`config.mk`:
```
export PLATFORM = sky130hd
export DESIGN_NAME = card_select_fsm
export DESIGN_NICKNAME = d
export VERILOG_FILES = /design/src/rtl/csel_pkg.sv /design/src/rtl/csel_frame_capture.sv /design/src/rtl/csel_uid_frag.sv /design/src/rtl/card_select_fsm.sv
export SDC_FILE = /design/constraint.sdc
export NUM_CORES = 1
export LEC_CHECK = 0
export BUFFER_PORTS_ARGS = -buffer_cell sky130_fd_sc_hd__buf_4
export CORE_MARGIN = 2
export CORE_UTILIZATION = 40
export DETAILED_ROUTE_END_ITERATION = 10
export RECOVER_POWER = 25
export SLEW_MARGIN = 25
export SYNTH_ARGS = -nofsm -noshare
export SYNTH_HDL_FRONTEND = slang
export SYNTH_HIERARCHICAL = 1
export SYNTH_SLANG_ARGS = --single-unit
```
`constraint.sdc`:
```
create_clock -name clk -period 2.2 [get_ports clk]
set_input_delay 0.33 -clock clk [delete_from_list [all_inputs] [get_ports clk]]
set_output_delay 0.33 -clock clk [all_outputs]
set_load 0.01 [all_outputs]
```
`src/rtl/csel_pkg.sv`:
```
package csel_pkg;
    typedef enum logic [2:0] {
        ST_IDLE   = 3'd0,
        ST_READY1 = 3'd1,
        ST_READY2 = 3'd2,
        ST_ACTIVE = 3'd3,
        ST_HALT   = 3'd4
    } sel_state_e;

    localparam int RSP_BYTES = 5;
    localparam int RSP_W     = RSP_BYTES * 8;
    localparam int LEN_W     = $clog2(RSP_BYTES + 1);

    localparam logic [7:0] OP_REQ    = 8'h26;
    localparam logic [7:0] OP_WAKE   = 8'h52;
    localparam logic [7:0] OP_LVL1   = 8'h93;
    localparam logic [7:0] OP_LVL2   = 8'h95;
    localparam logic [7:0] OP_RD     = 8'h30;
    localparam logic [7:0] OP_WR     = 8'hA2;
    localparam logic [7:0] OP_STOP   = 8'h50;
    localparam logic [7:0] CNT_SEL   = 8'h70;
    localparam logic [7:0] CNT_MIN   = 8'h20;
    localparam logic [7:0] CNT_MAX   = 8'h67;
    localparam logic [7:0] TAG_CASC  = 8'h88;
    localparam logic [7:0] ACK_LO    = 8'h44;
    localparam logic [7:0] ACK_HI    = 8'h00;
    localparam logic [7:0] SEL_MORE  = 8'h04;
    localparam logic [7:0] SEL_DONE  = 8'h00;

    typedef struct packed {
        logic [7:0] cmd;
        logic [7:0] arg;
        logic [1:0] cnt;   // saturates at 3
    } frame_t;

    typedef struct packed {
        sel_state_e       st;
        logic             halted;
        logic             rv;
        logic [LEN_W-1:0] rlen;
        logic [RSP_W-1:0] rdata;
        logic             mreq;
        logic             mwr;
        logic [7:0]       maddr;
    } ctl_t;
endpackage

```
`src/rtl/csel_frame_capture.sv`:
```
module csel_frame_capture
    import csel_pkg::*;
(
    input  logic       clk,
    input  logic       rst_n,
    input  logic       rx_valid,
    input  logic [7:0] rx_byte,
    input  logic       rx_end,
    output frame_t     frame
);
    frame_t frm_d, frm_q;

    always_comb begin
        frm_d = frm_q;
        if (rx_end) begin
            frm_d = '0;
        end else if (rx_valid) begin
            if (frm_q.cnt == 2'd0) frm_d.cmd = rx_byte;
            if (frm_q.cnt == 2'd1) frm_d.arg = rx_byte;
            if (frm_q.cnt != 2'd3) frm_d.cnt = frm_q.cnt + 2'd1;
        end
    end

    always_ff @(posedge clk or negedge rst_n) begin
        if (!rst_n) frm_q <= '0;
        else        frm_q <= frm_d;
    end

    assign frame = frm_q;
endmodule

```
`src/rtl/csel_uid_frag.sv`:
```
module csel_uid_frag
    import csel_pkg::*;
#(
    parameter logic [55:0] UID = 56'h66_55_44_33_22_11_04
) (
    input  logic             level2,
    input  logic [7:0]       nvb,
    output logic             nvb_ok,
    output logic [RSP_W-1:0] data,
    output logic [LEN_W-1:0] len
);
    logic [7:0] sn [7];
    logic [7:0] bcc_lo, bcc_hi;
    logic [RSP_W-1:0] full;
    logic [2:0] known;
    logic [5:0] shamt;

    for (genvar i = 0; i < 7; i++) begin : g_sn
        assign sn[i] = UID[8*i +: 8];
    end

    assign bcc_lo = TAG_CASC ^ sn[0] ^ sn[1] ^ sn[2];
    assign bcc_hi = sn[3] ^ sn[4] ^ sn[5] ^ sn[6];

    always_comb begin
        if (level2) full = {bcc_hi, sn[6], sn[5], sn[4], sn[3]};
        else        full = {bcc_lo, sn[2], sn[1], sn[0], TAG_CASC};
        nvb_ok = (nvb >= CNT_MIN) && (nvb <= CNT_MAX);
        known  = nvb[6:4] - 3'd2;
        shamt  = {known, 3'b000};
        data   = full >> shamt;
        len    = LEN_W'(RSP_BYTES) - LEN_W'(known);
    end
endmodule

```
`src/rtl/card_select_fsm.sv`:
```
module card_select_fsm
    import csel_pkg::*;
#(
    parameter logic [55:0] UID = 56'h66_55_44_33_22_11_04
) (
    input  logic             clk,
    input  logic             rst_n,
    input  logic             rx_valid,
    input  logic [7:0]       rx_byte,
    input  logic             rx_end,
    input  logic             rx_ok,
    output logic [2:0]       state,
    output logic             rsp_valid,
    output logic [LEN_W-1:0] rsp_len,
    output logic [RSP_W-1:0] rsp_data,
    output logic             mem_req,
    output logic             mem_write,
    output logic [7:0]       mem_addr
);
    frame_t           frm;
    ctl_t             ctl_d, ctl_q;
    logic             frag_ok;
    logic [RSP_W-1:0] frag_data;
    logic [LEN_W-1:0] frag_len;

    csel_frame_capture u_cap (
        .clk      (clk),
        .rst_n    (rst_n),
        .rx_valid (rx_valid),
        .rx_byte  (rx_byte),
        .rx_end   (rx_end),
        .frame    (frm)
    );

    csel_uid_frag #(.UID(UID)) u_frag (
        .level2 (ctl_q.st == ST_READY2),
        .nvb    (frm.arg),
        .nvb_ok (frag_ok),
        .data   (frag_data),
        .len    (frag_len)
    );

    always_comb begin
        logic       single, multi, lvl2;
        logic [7:0] casc_op;
        sel_state_e err_st;

        ctl_d       = ctl_q;
        ctl_d.rv    = 1'b0;
        ctl_d.rlen  = '0;
        ctl_d.rdata = '0;
        ctl_d.mreq  = 1'b0;
        ctl_d.mwr   = 1'b0;
        ctl_d.maddr = '0;

        single  = (frm.cnt == 2'd1);
        multi   = (frm.cnt >= 2'd2);
        lvl2    = (ctl_q.st == ST_READY2);
        casc_op = lvl2 ? OP_LVL2 : OP_LVL1;
        err_st  = ctl_q.halted ? ST_HALT : ST_IDLE;

        if (rx_end) begin
            unique case (ctl_q.st)
                ST_IDLE, ST_HALT: begin
                    if (rx_ok && single &&
                        (frm.cmd == OP_WAKE ||
                         (frm.cmd == OP_REQ && ctl_q.st == ST_IDLE))) begin
                        ctl_d.st    = ST_READY1;
                        ctl_d.rv    = 1'b1;
                        ctl_d.rlen  = LEN_W'(2);
                        ctl_d.rdata = RSP_W'({ACK_HI, ACK_LO});
                    end
                end
                ST_READY1, ST_READY2: begin
                    if (!rx_ok || !multi) begin
                        ctl_d.st = err_st;
                    end else if (frm.cmd == casc_op && frm.arg == CNT_SEL) begin
                        ctl_d.st    = lvl2 ? ST_ACTIVE : ST_READY2;
                        ctl_d.rv    = 1'b1;
                        ctl_d.rlen  = LEN_W'(1);
                        ctl_d.rdata = RSP_W'(lvl2 ? SEL_DONE : SEL_MORE);
                    end else if (frm.cmd == casc_op && frag_ok) begin
                        ctl_d.rv    = 1'b1;
                        ctl_d.rlen  = frag_len;
                        ctl_d.rdata = frag_data;
                    end else if (frm.cmd == OP_RD && frm.arg == 8'h00) begin
                        ctl_d.st   = ST_ACTIVE;
                        ctl_d.mreq = 1'b1;
                    end else begin
                        ctl_d.st = err_st;
                    end
                end
                ST_ACTIVE: begin
                    if (!rx_ok || !multi) begin
                        ctl_d.st = err_st;
                    end else if (frm.cmd == OP_RD || frm.cmd == OP_WR) begin
                        ctl_d.mreq  = 1'b1;
                        ctl_d.mwr   = (frm.cmd == OP_WR);
                        ctl_d.maddr = frm.arg;
                    end else if (frm.cmd == OP_STOP && frm.arg == 8'h00) begin
                        ctl_d.st     = ST_HALT;
                        ctl_d.halted = 1'b1;
                    end else begin
                        ctl_d.st = err_st;
                    end
                end
                default: ctl_d.st = ST_IDLE;
            endcase
        end
    end

    always_ff @(posedge clk or negedge rst_n) begin
        if (!rst_n) begin
            ctl_q    <= '0;
            ctl_q.st <= ST_IDLE;
        end else begin
            ctl_q <= ctl_d;
        end
    end

    assign state     = ctl_q.st;
    assign rsp_valid = ctl_q.rv;
    assign rsp_len   = ctl_q.rlen;
    assign rsp_data  = ctl_q.rdata;
    assign mem_req   = ctl_q.mreq;
    assign mem_write = ctl_q.mwr;
    assign mem_addr  = ctl_q.maddr;

    assert_no_overlap_R10: assert property (@(posedge clk) disable iff (!rst_n)
        !(rsp_valid && mem_req));

    assert_pulse_after_end_R10: assert property (@(posedge clk) disable iff (!rst_n)
        (rsp_valid || mem_req) |-> $past(rx_end));

    assert_halt_exit_R8: assert property (@(posedge clk) disable iff (!rst_n)
        ($past(state) == ST_HALT && state != ST_HALT) |-> state == ST_READY1);

    assert_active_entry_R6: assert property (@(posedge clk) disable iff (!rst_n)
        (state == ST_ACTIVE && $past(state) != ST_ACTIVE) |->
        ($past(state) == ST_READY1 || $past(state) == ST_READY2));

    assert_mem_only_active_R7: assert property (@(posedge clk) disable iff (!rst_n)
        mem_req |-> state == ST_ACTIVE);

    assert_halted_no_idle_R9: assert property (@(posedge clk) disable iff (!rst_n)
        ctl_q.halted |-> state != ST_IDLE);
endmodule

```
# After elaboration in Yosys (flattened, before gate mapping)
# Index checks and enable logic that the tools add are counted.
[word_totals]
register_bits = 76
latch_bits = 0
ramBits = 0
romBits = 0
inputBits = 13
wordCells = 96
memories = 0
[op_classes]
add_sub_neg = 3
mul = 0
div_mod_pow = 0
magnitude_cmp = 3
n_eq_ne = 16
shift = 1
n_mux = 33
bitwise = 2
n_reduce_logical = 27
[op_table]
columns = ["operator", "count"]
rows = [
  ["$mux W44", 3],
  ["$pmux W44 S2", 1],
  ["$mux W54", 1],
  ["$mux W45", 1],
  ["$mux W40", 1],
  ["$shr A40 B6 Y40", 1],
  ["$mux W18", 2],
  ["$mux W3", 10],
  ["$eq A8 B7 Y1 const B", 3],
  ["$mux W10", 2],
  ["$eq A8 B6 Y1 const B", 2],
  ["$mux W8", 2],
  ["$mux W9", 1],
  ["$pmux W3 S3", 1],
  ["$eq A8 B8 Y1", 1],
  ["$eq A8 B8 Y1 const B", 1],
  ["$ge A8 B6 Y1 const B", 1],
  ["$le A8 B7 Y1 const B", 1],
  ["$logic_and A1 B1 Y1", 8],
  ["$logic_not A8 Y1", 1],
  ["$reduce_bool A2 Y1", 4],
  ["$eq A3 B2 Y1 const B", 2],
  ["$reduce_and A2 Y1", 3],
  ["$mux W1", 5],
  ["other kinds (21)", 27],
]

# Depth between registers and ports, before layout
# Gate-level depths: netlist of run 1.
[logic_depth]
depth_word = 9
ltp_mapped = 11
ltp_nobuf = 9

# Cells and area by module
# The synthesis of run 1 kept the hierarchy.
[modules_own_cells]
columns = ["mod", "n_inst", "cells_each", "area_each_um2"]
rows = [
  ["card_select_fsm", 1, 248, 2733.9],
  ["csel_frame_capture", 1, 77, 903.4],
  ["csel_uid_frag", 1, 71, 456.7],
]

# Worst setup path before layout of run 1
# OpenSTA, ideal clock, no wires.
[synth_timing]
path_kind = "reg2reg"
startpoint = "register u_cap.frm_q, in the netlist u_cap/frame[7]"
endpoint = "register ctl_q, in the netlist state[0]"
setup_ns = 0.125
t_arrival_ns = 2.000
t_required_ns = 2.075
setup_slack_ns = 0.075
path_stages_with_launch = 10
path_buffers = 1
path_cell_list = "dfrtp_1 ha_1 nor4b_2 a211oi_1 nor3_1 and3_1 and3b_1 buf_4 nor2_4 mux2_4"
[synth_via]
word_cells_on_any_way = 19
classes_between = "order compare (2); eq/ne (2); mux (8); reduce/logical (7)"
[synth_rtl]
columns = ["item", "line_no", "rtl"]
rows = [
  ["start: declaration", "csel_frame_capture.sv:11", "frame_t frm_d, frm_q;"],
  ["start signal: assignment", "csel_frame_capture.sv:26", "else frm_q <= frm_d;"],
  ["$ge A8 B6 Y1 / $le A8 B7 Y1 (equally long branches)", "csel_uid_frag.sv:28", "nvb_ok = (nvb >= CNT_MIN) && (nvb <= CNT_MAX);"],
  ["$logic_and A1 B1 Y1 *", "csel_uid_frag.sv:28", ""],
  ["named net frag_ok", "card_select_fsm.sv:22", "logic frag_ok;"],
  ["$logic_and A1 B1 Y1 *", "card_select_fsm.sv:82", "end else if (frm.cmd == casc_op && frag_ok) begin"],
  ["$ne A4 B4 Y1 (no source line) *", "n/a", ""],
  ["$reduce_and A4 Y1 (no source line) *", "n/a", ""],
  ["end signal: assignment", "card_select_fsm.sv:117", "ctl_q <= ctl_d;"],
  ["end: declaration", "card_select_fsm.sv:21", "ctl_t ctl_d, ctl_q;"],
]
# Mark *: on every way through the listed nets, which the timed path passes. The rest lies on a longest branch. The select of a mux whose other input is x is not followed.
# A chain may end at the register's enable or synchronous reset.

# Final worst setup path of run 1
[layout_timing]
startpoint = "register u_cap.frm_q, in the netlist u_cap/frame[5]"
endpoint = "register ctl_q, in the netlist state[2]"
[layout_via]
elab_chain_cells = 7
word_cells_on_any_way = 19
classes_between = "order compare (2); eq/ne (2); mux (8); reduce/logical (7)"
[layout_rtl]
columns = ["item"]
rows = [
  ["parallel branches: the longest is 7 deep, another holds $ge A8 B6 Y1"],
]
# Parallel ways; which one is timed is not known. The select of a mux whose other input is x is not followed.

==> results.cfg, run 1 <==
[run_status]
outcome = finished clean

[placement]
io_buffers = 69
placed_cell_area_sq_um = 4250
dp_slack_ns = 0.104
dp_hpwl_mm = 5.41
gp_congestion = 0.818
dp_cells = 522

[floorplan]
rows = 36
die_y_um = 105
design.core.area_sq_um = 9860
dieArea_sq_um = 11100
die_w_um = 105
io_pins = 70
start_util_pct = 41.5

[synthesis]
synth_edf_count = 0
synth_top_cell_area_share_pct = 46.5
synth_top_area_cell = dfrtp_1
ys_seq_area_share_pct = 46.5
ys_warn_count = 6
syn_area_sq_um = 4090
synthArstFlopShare_pct = 100
synth_cell_types = 55
ys.flop_type = dfrtp_1
synth_nets = 413
yosys_register_bits = 76
syn_avg_cell_area_sq_um = 10.3
postSynthCellCount = 396
synth_top_cells_by_area = dfrtp_1 (46%), buf_4 (14%), and3_1 (6.3%)

[critical_path]
crit_type = flop to flop
cp-startpoint = u_cap/frame[5]
cp.arrival_ns = 2.34
reg2reg_from = u_cap/frame[5]
worst-r2r-setup-slack_ns = 0.11
required_ns = 2.44
cp_max_fo = 5
worst_setup_path_start_kind = flop
worstSetupEndpointType = flop

[timing]
setup_ws_ns = 0.107
slew_violations = 0
period_needed_ns = 2.09
setup_tns_ns = 0
fmax_mhz = 478
period_share_pct = 95.1
relSlewSlack_pct = 40.8
final-hold-violation-count = 0
fin_skew_ns = 0.00944
rsz0062_at_grt = no
final-setup-viol-count = 0
worst_slew_pin_slew_ns = 0.888

[flow_run]
cap_viol_max_count = 0

[clocking]
cts_max_level = 3
clk_pin_slew_ns = 0.08
clk_path_buf_depth = 2
clk_latency_ns = 0.35
clock_sinks = 76
cts_tree = built
root_buffer = clkbuf_8
numCtsBuffers = 9

[drt]
routed_wl_mm = 7.59
ant_nets = 0
via_count = 2560
vias_per_cell = 4.74
drt_iter0_drc = 149
drtPass1Iterations = 4
remaining_drc_errors = 0
wl_per_cell_um = 14.1

[grt]
grt_pass1_vias = 2420
gr-total-overflow = 0
grtUsageTotal_pct = 13.9
grt_pass1_wl_mm = 12.2
grt_max_degree = 41
antenna_found_initial = 0

[min_path]
hp-start = rx_byte[2]
hp-class = primary input to flop

[finish]
final_util_pct = 44.9
post-route-cell-area_sq_um = 4430
areaGrowthSynthToFinish_pct = 8.28
final_cells = 540
layout.nets = 419
drive_gt1_share_pct = 30.7
insertedDiodeCount = 0

[pwr]
p_leak_nw = 2.31
peakVddDrop_mv = 0.281
powerDensity_nw_per_um2 = 635
kinds of logic (layout without fill, tap and decap cells):
kind of cell | after synthesis | in the layout | share of synthesized area (%)
AO/OA/AOI/OAI | 31 | 31 | 4.92
XOR/XNOR | 5 | 5 | 1.07
multiplexers | 21 | 21 | 5.50
flip-flops | 76 | 76 | 46.5
adder cells (fa/ha/maj) | 4 | 4 | 1.22
AND/OR/NAND/NOR | 155 | 155 | 23.6
buffers and inverters | 104 | 115 | 17.2
flip-flops by register name (all words and copies together) (netlist names):
name and cells:
rsp_valid 1, state 3, mem_write 1, rsp_len 3
u_cap/frame 18, rsp_data 40, mem_req 1, ctl_q 1
mem_addr 8
cell usage in the layout, fill, tap and decap left out, types with 4 or more instances in the layout:
master	Yosys	final
dfrtp_1	76	75
clkbuf_8	0	9
and2_1	10	10
nor2_1	17	17
nand2b_1	28	28
and3_1	41	41
nor3_1	9	9
o21ai_0	4	4
inv_1	9	9
mux2i_1	18	18
a21oi_1	13	13
ha_1	4	4
nand2_1	17	17
buf_4	77	83
timing repair:
| action | CTS | global route |
|---|---|---|
| endpoints found under the setup margin | 0 | 39 |
| hold buffers | 1 | 0 |
| setup buffers | 0 | 1 |
| gates resized for setup | 0 | 2 |
| endpoints found under the hold margin | 36 | 0 |
stage by stage:
stage | hold WS, ns | power (mW)
after floorplan | 0.0344 | 1.78
after global placement | 0.322 | 1.88
after detailed placement | 0.325 | 1.89
after CTS | 0.267 | 2.85
after global routing | 0.263 | 2.94
final | 0.276 | 2.81
power breakdown:
part / total [mW] / switching, mW / leakage (nW) / internal (mW)
clock network: 0.953 / 0.541 / 0.0856 / 0.412
registers: 1.46 / 0.0344 / 1.05 / 1.43
logic: 0.400 / 0.216 / 1.17 / 0.184
synthesized netlist by cell type (2+ instances only):
library cell	instances
o21ai_0	4
nor3_1	9
nor4_1	3
o21ai_1	2
nand3_1	2
a21oi_1	13
buf_2	9
buf_6	2
a211oi_1	2
clkbuf_1	4
xor2_1	2
nor3_2	3
inv_2	3
nand4bb_1	3
nor2_1	17
and2_1	10
nand3b_1	2
dfrtp_1	76
mux2_4	3
mux2i_1	18
inv_1	9
buf_4	77
nand2b_1	28
nand2_1	17
xnor2_1	3
ha_1	4
and3_1	41
nor2b_1	3
worst max-delay path, stage by stage (launching register included):
cell	delay [ns]
dfrtp_1	0.44
or4b_1	0.52
nor4_1	0.25
and3_1	0.29
o21ba_2	0.16
o32ai_1	0.06
mux2_4	0.26
per-layer routing:
metal	vias to the layer above	global-route usage (%)	share of wire (%)
li1	1265	-	-
met1	1229	18.1	46
met2	54	22.6	48
met3	12	3.43	3.8
met4	0	4.86	1.4
met5	-	0	0
final cells by class:
cell class | instances | area [sq um]
Multi-Input combinational cell | 216 | 1490
Fill cell | 963 | 5430
Clock buffer | 9 | 124
Clock inverter | 7 | 51.3
Tap cell | 133 | 166
Timing Repair Buffer | 87 | 657
Inverter | 12 | 45.0
Sequential cell | 76 | 1900
final timing paths:
kind	to	cells after the start
worst min register to register	ctl_q[54]	1
worst max-delay path	state[2]	6
worst min-delay path	u_cap/frame[4]	3
worst max register to register	state[2]	6
min in group asynchronous	rsp_data[7]	2
max in group asynchronous	rsp_data[11]	3
No activity file was read; power rests on OpenSTA's default activity.
==> run 2: changes to the inputs <==
--- a/config.mk
+++ b/config.mk
@@ -5,11 +5,13 @@
 export SDC_FILE = /design/constraint.sdc
 export NUM_CORES = 1
 export LEC_CHECK = 0
+export ABC_AREA = 1
 export BUFFER_PORTS_ARGS = -buffer_cell sky130_fd_sc_hd__buf_4
 export CORE_MARGIN = 2
 export CORE_UTILIZATION = 40
 export DETAILED_ROUTE_END_ITERATION = 10
 export RECOVER_POWER = 25
+export SKIP_CTS_REPAIR_TIMING = 1
 export SLEW_MARGIN = 25
 export SYNTH_ARGS = -nofsm -noshare
 export SYNTH_HDL_FRONTEND = slang
==> run 2 against run 1 <==
Via count rose by 15%; worst setup slack improved by 0.17 ns; sequential power barely moved; first-iteration DRC count rose by 4.0%; cell area rose by 6.1%; global-route usage rose by 1.4 points; critical path depth rose by 5; worst hold slack improved by 0.021 ns; routed wire length rose by 8.4%; clock power rose by 20%; power rose by 13%; synthesized area rose by 7.3%; largest power group unchanged.
==> results.cfg, run 2 <==
[run_status]
outcome = finished clean

[synthesis]
yosysMostFrequentCell = nand2_1
ys.flop_type = dfrtp_1
syn_area_sq_um = 4390
synth_common_cells = nand2_1 (97), dfrtp_1 (76), buf_4 (74)
synthArstFlopShare_pct = 100
postSynthCellCount = 497
ys_warn_count = 6
synth_top_cells_by_area = dfrtp_1 (43%), buf_4 (13%), nor3b_2 (11%)
synth_top_area_cell = dfrtp_1
synth_top_cell_area_share_pct = 43.3
synth_nets = 514
synth_edf_count = 0
syn_avg_cell_area_sq_um = 8.84
ys_seq_area_share_pct = 43.3
synth_cell_types = 23
yosys_register_bits = 76

[critical_path]
r2r_cells = 11
cp.depth = 11
path_common_cell = nand3_1
slowest_stage = dfrtp_1
required_ns = 2.47
worstSetupEndpointType = flop
cp_cell_sequence = inv_4 > nand2_4 > inv_2 > nand3_1 > nand2_1 > nor2_1 > nand3_1 > nor2_2 > nand2_2 > buf_12 > nor3b_2
cp_max_fo = 39
worst-path-buf-inv = 3
crit_type = flop to flop
cp.arrival_ns = 2.20
worst_setup_path_start_kind = flop
crit_family = simple AND/OR/NAND/NOR gates
slowest_delay_ns = 0.60

[timing]
period_needed_ns = 1.93
final-hold-violation-count = 0
fmax_mhz = 519
worst_slew_pin_slew_ns = 0.936
fin_skew_ns = 0.00748
slew_violations = 0
rsz0062_at_grt = no
setup_tns_ns = 0
setup_ws_ns = 0.274
hold_ws_ns = 0.297
relSlewSlack_pct = 37.6
period_share_pct = 87.5
final-setup-viol-count = 0

[clocking]
clock_sinks = 76
clk_latency_ns = 0.35
cts_max_level = 3
clk_path_buf_depth = 2
numCtsBuffers = 9
root_buffer = clkbuf_8
cts_tree = built
clk_pin_slew_ns = 0.08

[pwr]
powerDensity_nw_per_um2 = 675
peakVddDrop_mv = 0.396
p_leak_nw = 2.33

[flow_run]
cap_viol_max_count = 0

[finish]
final_common_cell = nand2_1
drive_gt1_share_pct = 30.4
areaGrowthSynthToFinish_pct = 7.09
largest_register_ffs = 40
post-route-cell-area_sq_um = 4700
insertedDiodeCount = 0
layout_common_cells = nand2_1 (96), dfrtp_1 (76), buf_4 (69), nor2_1 (57), inv_1 (47)
layout.nets = 513

[placement]
placed_cell_area_sq_um = 4500
dp_slack_ns = 0.278
gp_congestion = 0.832
dp_hpwl_mm = 6.12
io_buffers = 69

[drt]
remaining_drc_errors = 0
routed_wl_mm = 8.22
wl_per_cell_um = 12.9
vias_per_cell = 4.59
ant_nets = 0
drtPass1Iterations = 4
via_count = 2938
drt_iter0_drc = 155

[grt]
gr-total-overflow = 0
antenna_found_initial = 0
grt_pass1_vias = 3031
grt_max_degree = 41
grt_pass1_wl_mm = 14.2
grtUsageTotal_pct = 15.3

[floorplan]
design.core.area_sq_um = 10800
die_w_um = 109
rows = 38
start_util_pct = 40.7
dieArea_sq_um = 11800
io_pins = 70
die_y_um = 109

[min_path]
whs_path_depth = 5
hp-class = primary input to flop
[run 2: cell count changes in the layout (fill, tap and decap cells not counted), sizes merged, moves of 13 or more]
| cell | change |
|---|---|
| nor2 | +42 |
| nand2 | +86 |
| buf | -13 |
| mux2i | -18 |
| and3 | -41 |
| nand3 | +36 |
| inv | +44 |
| nand2b | -30 |
| nor3b | +38 |
[run 2: stage by stage]
stage	cells	total power, mW	util (%)
6_report	640	3.17	43.6
5_1_grt	640	3.35	43.6
4_1_cts	639	3.23	43.6
3_5_place_dp	624	2.08	41.7
3_3_place_gp	624	2.06	41.7
2_1_floorplan	497	1.93	-
[run 2: final cells by class]
| cell class | instances | area (sq um) |
|---|---|---|
| clock inverters | 6 | 88.8 |
| well taps | 140 | 175 |
| inverters | 56 | 215 |
| clock buffers | 9 | 124 |
| multi-input cells | 279 | 1620 |
| repair buffers | 74 | 581 |
| flip-flops and latches | 76 | 1900 |
| fillers | 1055 | 6090 |
[run 2: worst paths after layout]
kind                                start              end  slack (ns)
min in group asynchronous           rst_n     rsp_data[15]        0.65
min reg2reg                     ctl_q[54]        ctl_q[54]        0.49
min                            rx_byte[4]  u_cap/frame[14]        0.30
max reg2reg                u_cap/frame[6]     rsp_data[16]        0.27
max                        u_cap/frame[6]     rsp_data[16]        0.27
max in group asynchronous           rst_n   u_cap/frame[7]        0.42
[run 2: tightest hold or removal path, delay by kind of cell]
kind / cells / cell delay [ns]
AND/OR/NAND/NOR: 3 / 0.14
buffers and inverters: 2 / 0.14
[run 2: power by group]
part	switching (mW)	internal (mW)
Clock	0.506	0.634
Sequential	0.0539	1.43
Combinational	0.378	0.170
Total	0.939	2.24
[run 2: kinds of logic after synthesis]
logic type	count (synthesis)	synth area share, %
compound gates	16	1.99
flops	76	43.3
fa+ha+maj	4	1.14
buf+inv	142	19.9
simple gates	259	33.6
[run 2: layer usage]
metal / vias to the layer above / track usage [%] / share of wire [%]
met2: 71 / 25.0 / 49
met3: 15 / 3.95 / 4.8
met4: 0 / 5.86 / 2.0
met1: 1368 / 19.5 / 44
met5: - / 0 / 0
li1: 1484 / - / -
==> run 3: changes to the inputs <==
--- a/config.mk
+++ b/config.mk
@@ -8,9 +8,10 @@
 export ABC_AREA = 1
 export BUFFER_PORTS_ARGS = -buffer_cell sky130_fd_sc_hd__buf_4
 export CORE_MARGIN = 2
-export CORE_UTILIZATION = 40
+export CORE_UTILIZATION = 59
 export DETAILED_ROUTE_END_ITERATION = 10
-export RECOVER_POWER = 25
+export PLACE_DENSITY = 0.83
+export RECOVER_POWER = 50
 export SKIP_CTS_REPAIR_TIMING = 1
 export SLEW_MARGIN = 25
 export SYNTH_ARGS = -nofsm -noshare
==> constraint.sdc (replaced) <==
create_clock -name clk -period 2.5 [get_ports clk]
set_input_delay 0.375 -clock clk [delete_from_list [all_inputs] [get_ports clk]]
set_output_delay 0.375 -clock clk [all_outputs]
set_load 0.01 [all_outputs]
==> run 3 against run 2 <==
The run now ends with max-capacitance violations, max-slew violations left; worst hold slack improved by 0.026 ns; largest cell class unchanged; flip-flop and latch count is the same; non-clock buffer count decreased by 2; worst setup slack gained 0.090 ns; clock skew grew 0.0031 ns; critical endpoint is now state[0]; cell area is 2.7% lower; sequential power down 12%; via count grew 3.0%; global-route usage rose by 4.9 points.
==> results.cfg, run 3 (synthesis gave the netlist of run 2 again) <==
[clocking]
cts_max_level = 3
clock_sinks = 76
clk_pin_slew_ns = 0.08
clk_latency_ns = 0.36
cts_tree = built
numCtsBuffers = 9
clk_path_buf_depth = 2
root_buffer = clkbuf_8

[timing]
setup_ws_ns = 0.364
rsz0062_at_grt = no
setup_tns_ns = 0
final-setup-viol-count = 0
fin_skew_ns = 0.0106
period_needed_ns = 2.14
fmax_mhz = 468
worst_slew_pin_slew_ns = 1.78
relSlewSlack_pct = -18.9
final-hold-violation-count = 0
period_share_pct = 85.4
slew_violations = 77

[finish]
final_common_cell = nand2_1
layout_common_cells = nand2_1 (98), dfrtp_1 (76), nor2_1 (57), buf_4 (56), inv_1 (49)
multi_input_area_sq_um = 1600
largest_register_ffs = 40
fill_cells = 628
post-route-cell-area_sq_um = 4570
areaGrowthSynthToFinish_pct = 4.16
drive_gt1_share_pct = 26.9
register_area_sq_um = 1900
layout.nets = 511
insertedDiodeCount = 0

[drt]
wl_per_cell_um = 13.3
remaining_drc_errors = 0
drt_iter0_drc = 166
routed_wl_mm = 7.98
drtPass1Iterations = 6
via_count = 3027
vias_per_cell = 5.06
ant_nets = 0

[floorplan]
design.core.area_sq_um = 7210
rows = 31
dieArea_sq_um = 8150
start_util_pct = 60.9
die_y_um = 90.3
die_w_um = 90.3
io_pins = 70

[pwr]
powerDensity_nw_per_um2 = 623
switching_share_pct = 29.7
seq_power_share_pct = 46.0
peakVddDrop_mv = 0.322
p_leak_nw = 2.26
p_sw_uw = 846
p_clk_share_pct = 37.4
power.internal_mw = 2.00
p_comb_share_pct = 16.6

[critical_path]
worstSetupEndpointType = flop
worst-r2r-setup-slack_ns = 0.36
reg2reg_from = u_cap/frame[7]
cp_max_fo = 40
timing.rr.end = state[0]
cp.arrival_ns = 2.38
crit_type = flop to flop
r2r_cells = 14
required_ns = 2.74
worst_setup_path_start_kind = flop

[min_path]
hp-class = primary input to flop
hold_path_end = u_cap/frame[0]
hp-start = rx_valid
whs_path_depth = 3

[grt]
grt_max_degree = 77
grt_pass1_wl_mm = 13.1
grt_pass1_vias = 2890
grtUsageTotal_pct = 20.2
antenna_found_initial = 0
gr-total-overflow = 0

[placement]
placed_cell_area_sq_um = 4410
dp_hpwl_mm = 5.74
io_buffers = 69
dp_slack_ns = 0.374
gp_congestion = 0.938

[run_status]
outcome = finished, violations left
violations = max-capacitance violations, max-slew violations

[flow_run]
cap_viol_max_count = 1
## run 3: per-layer routing
layer | wire [um] | track usage [%] | share of wire, % | vias to the layer above
met5 | 0 | 0 | 0 | -
met4 | 125 | 9.49 | 1.6 | 0
met3 | 428 | 3.51 | 5.4 | 13
met2 | 4140 | 35.7 | 52 | 105
met1 | 3290 | 24.1 | 41 | 1431
li1 | - | - | - | 1478
## run 3: layout make-up
class                   count  area share (%)
inverters                  56            4.70
clock inverters             6            2.08
repair buffers             72            10.9
multi-input cells         279            35.0
flip-flops and latches     76            41.6
clock buffers              10            3.01
well taps                  99            2.71
## run 3: worst max-delay path by stage
stage,start,end,slack (ns),cells after the start
2_1_floorplan,u_cap/frame[8],state[2],0.85,15
3_3_place_gp,u_cap/frame[7],state[2],0.48,14
3_5_place_dp,u_cap/frame[7],state[0],0.37,14
4_1_cts,u_cap/frame[7],state[0],0.36,14
5_1_grt,u_cap/frame[6],state[0],0.16,8
6_report,u_cap/frame[7],state[0],0.36,14
## run 3: power groups by stage
stage               Combinational, mW  Sequential [mW]  Clock [mW]
finish                          0.474             1.31        1.07
global route                    0.522             1.32        1.13
CTS                             0.479             1.31        1.09
detailed placement              0.479             1.33           0
global placement                0.458             1.33           0
floorplan                       0.383             1.32           0
## run 3: critical path: stages (launching register included)
cell and delay, ns:
dfrtp_1 0.49, ha_1 0.24, inv_1 0.05, nor2_1 0.04
nand3_1 0.07, nand2_1 0.05, inv_1 0.05, nor2_1 0.04
nand3_1 0.09, nor2_2 0.05, nand2_2 0.04, buf_4 0.51
nand3_4 0.13, nand2_1 0.10, nand2_1 0.06
## run 3: through the flow
stage | hold WS (ns) | utilization (%) | total power [mW] | cells
final | 0.323 | 63.4 | 2.85 | 598
after CTS | 0.168 | 64.4 | 2.87 | 598
after global routing | 0.344 | 63.4 | 2.97 | 598
after detailed placement | 0.477 | 61.2 | 1.81 | 582
after global placement | 0.462 | 61.2 | 1.79 | 582
after floorplan | 0.0794 | - | 1.70 | 497
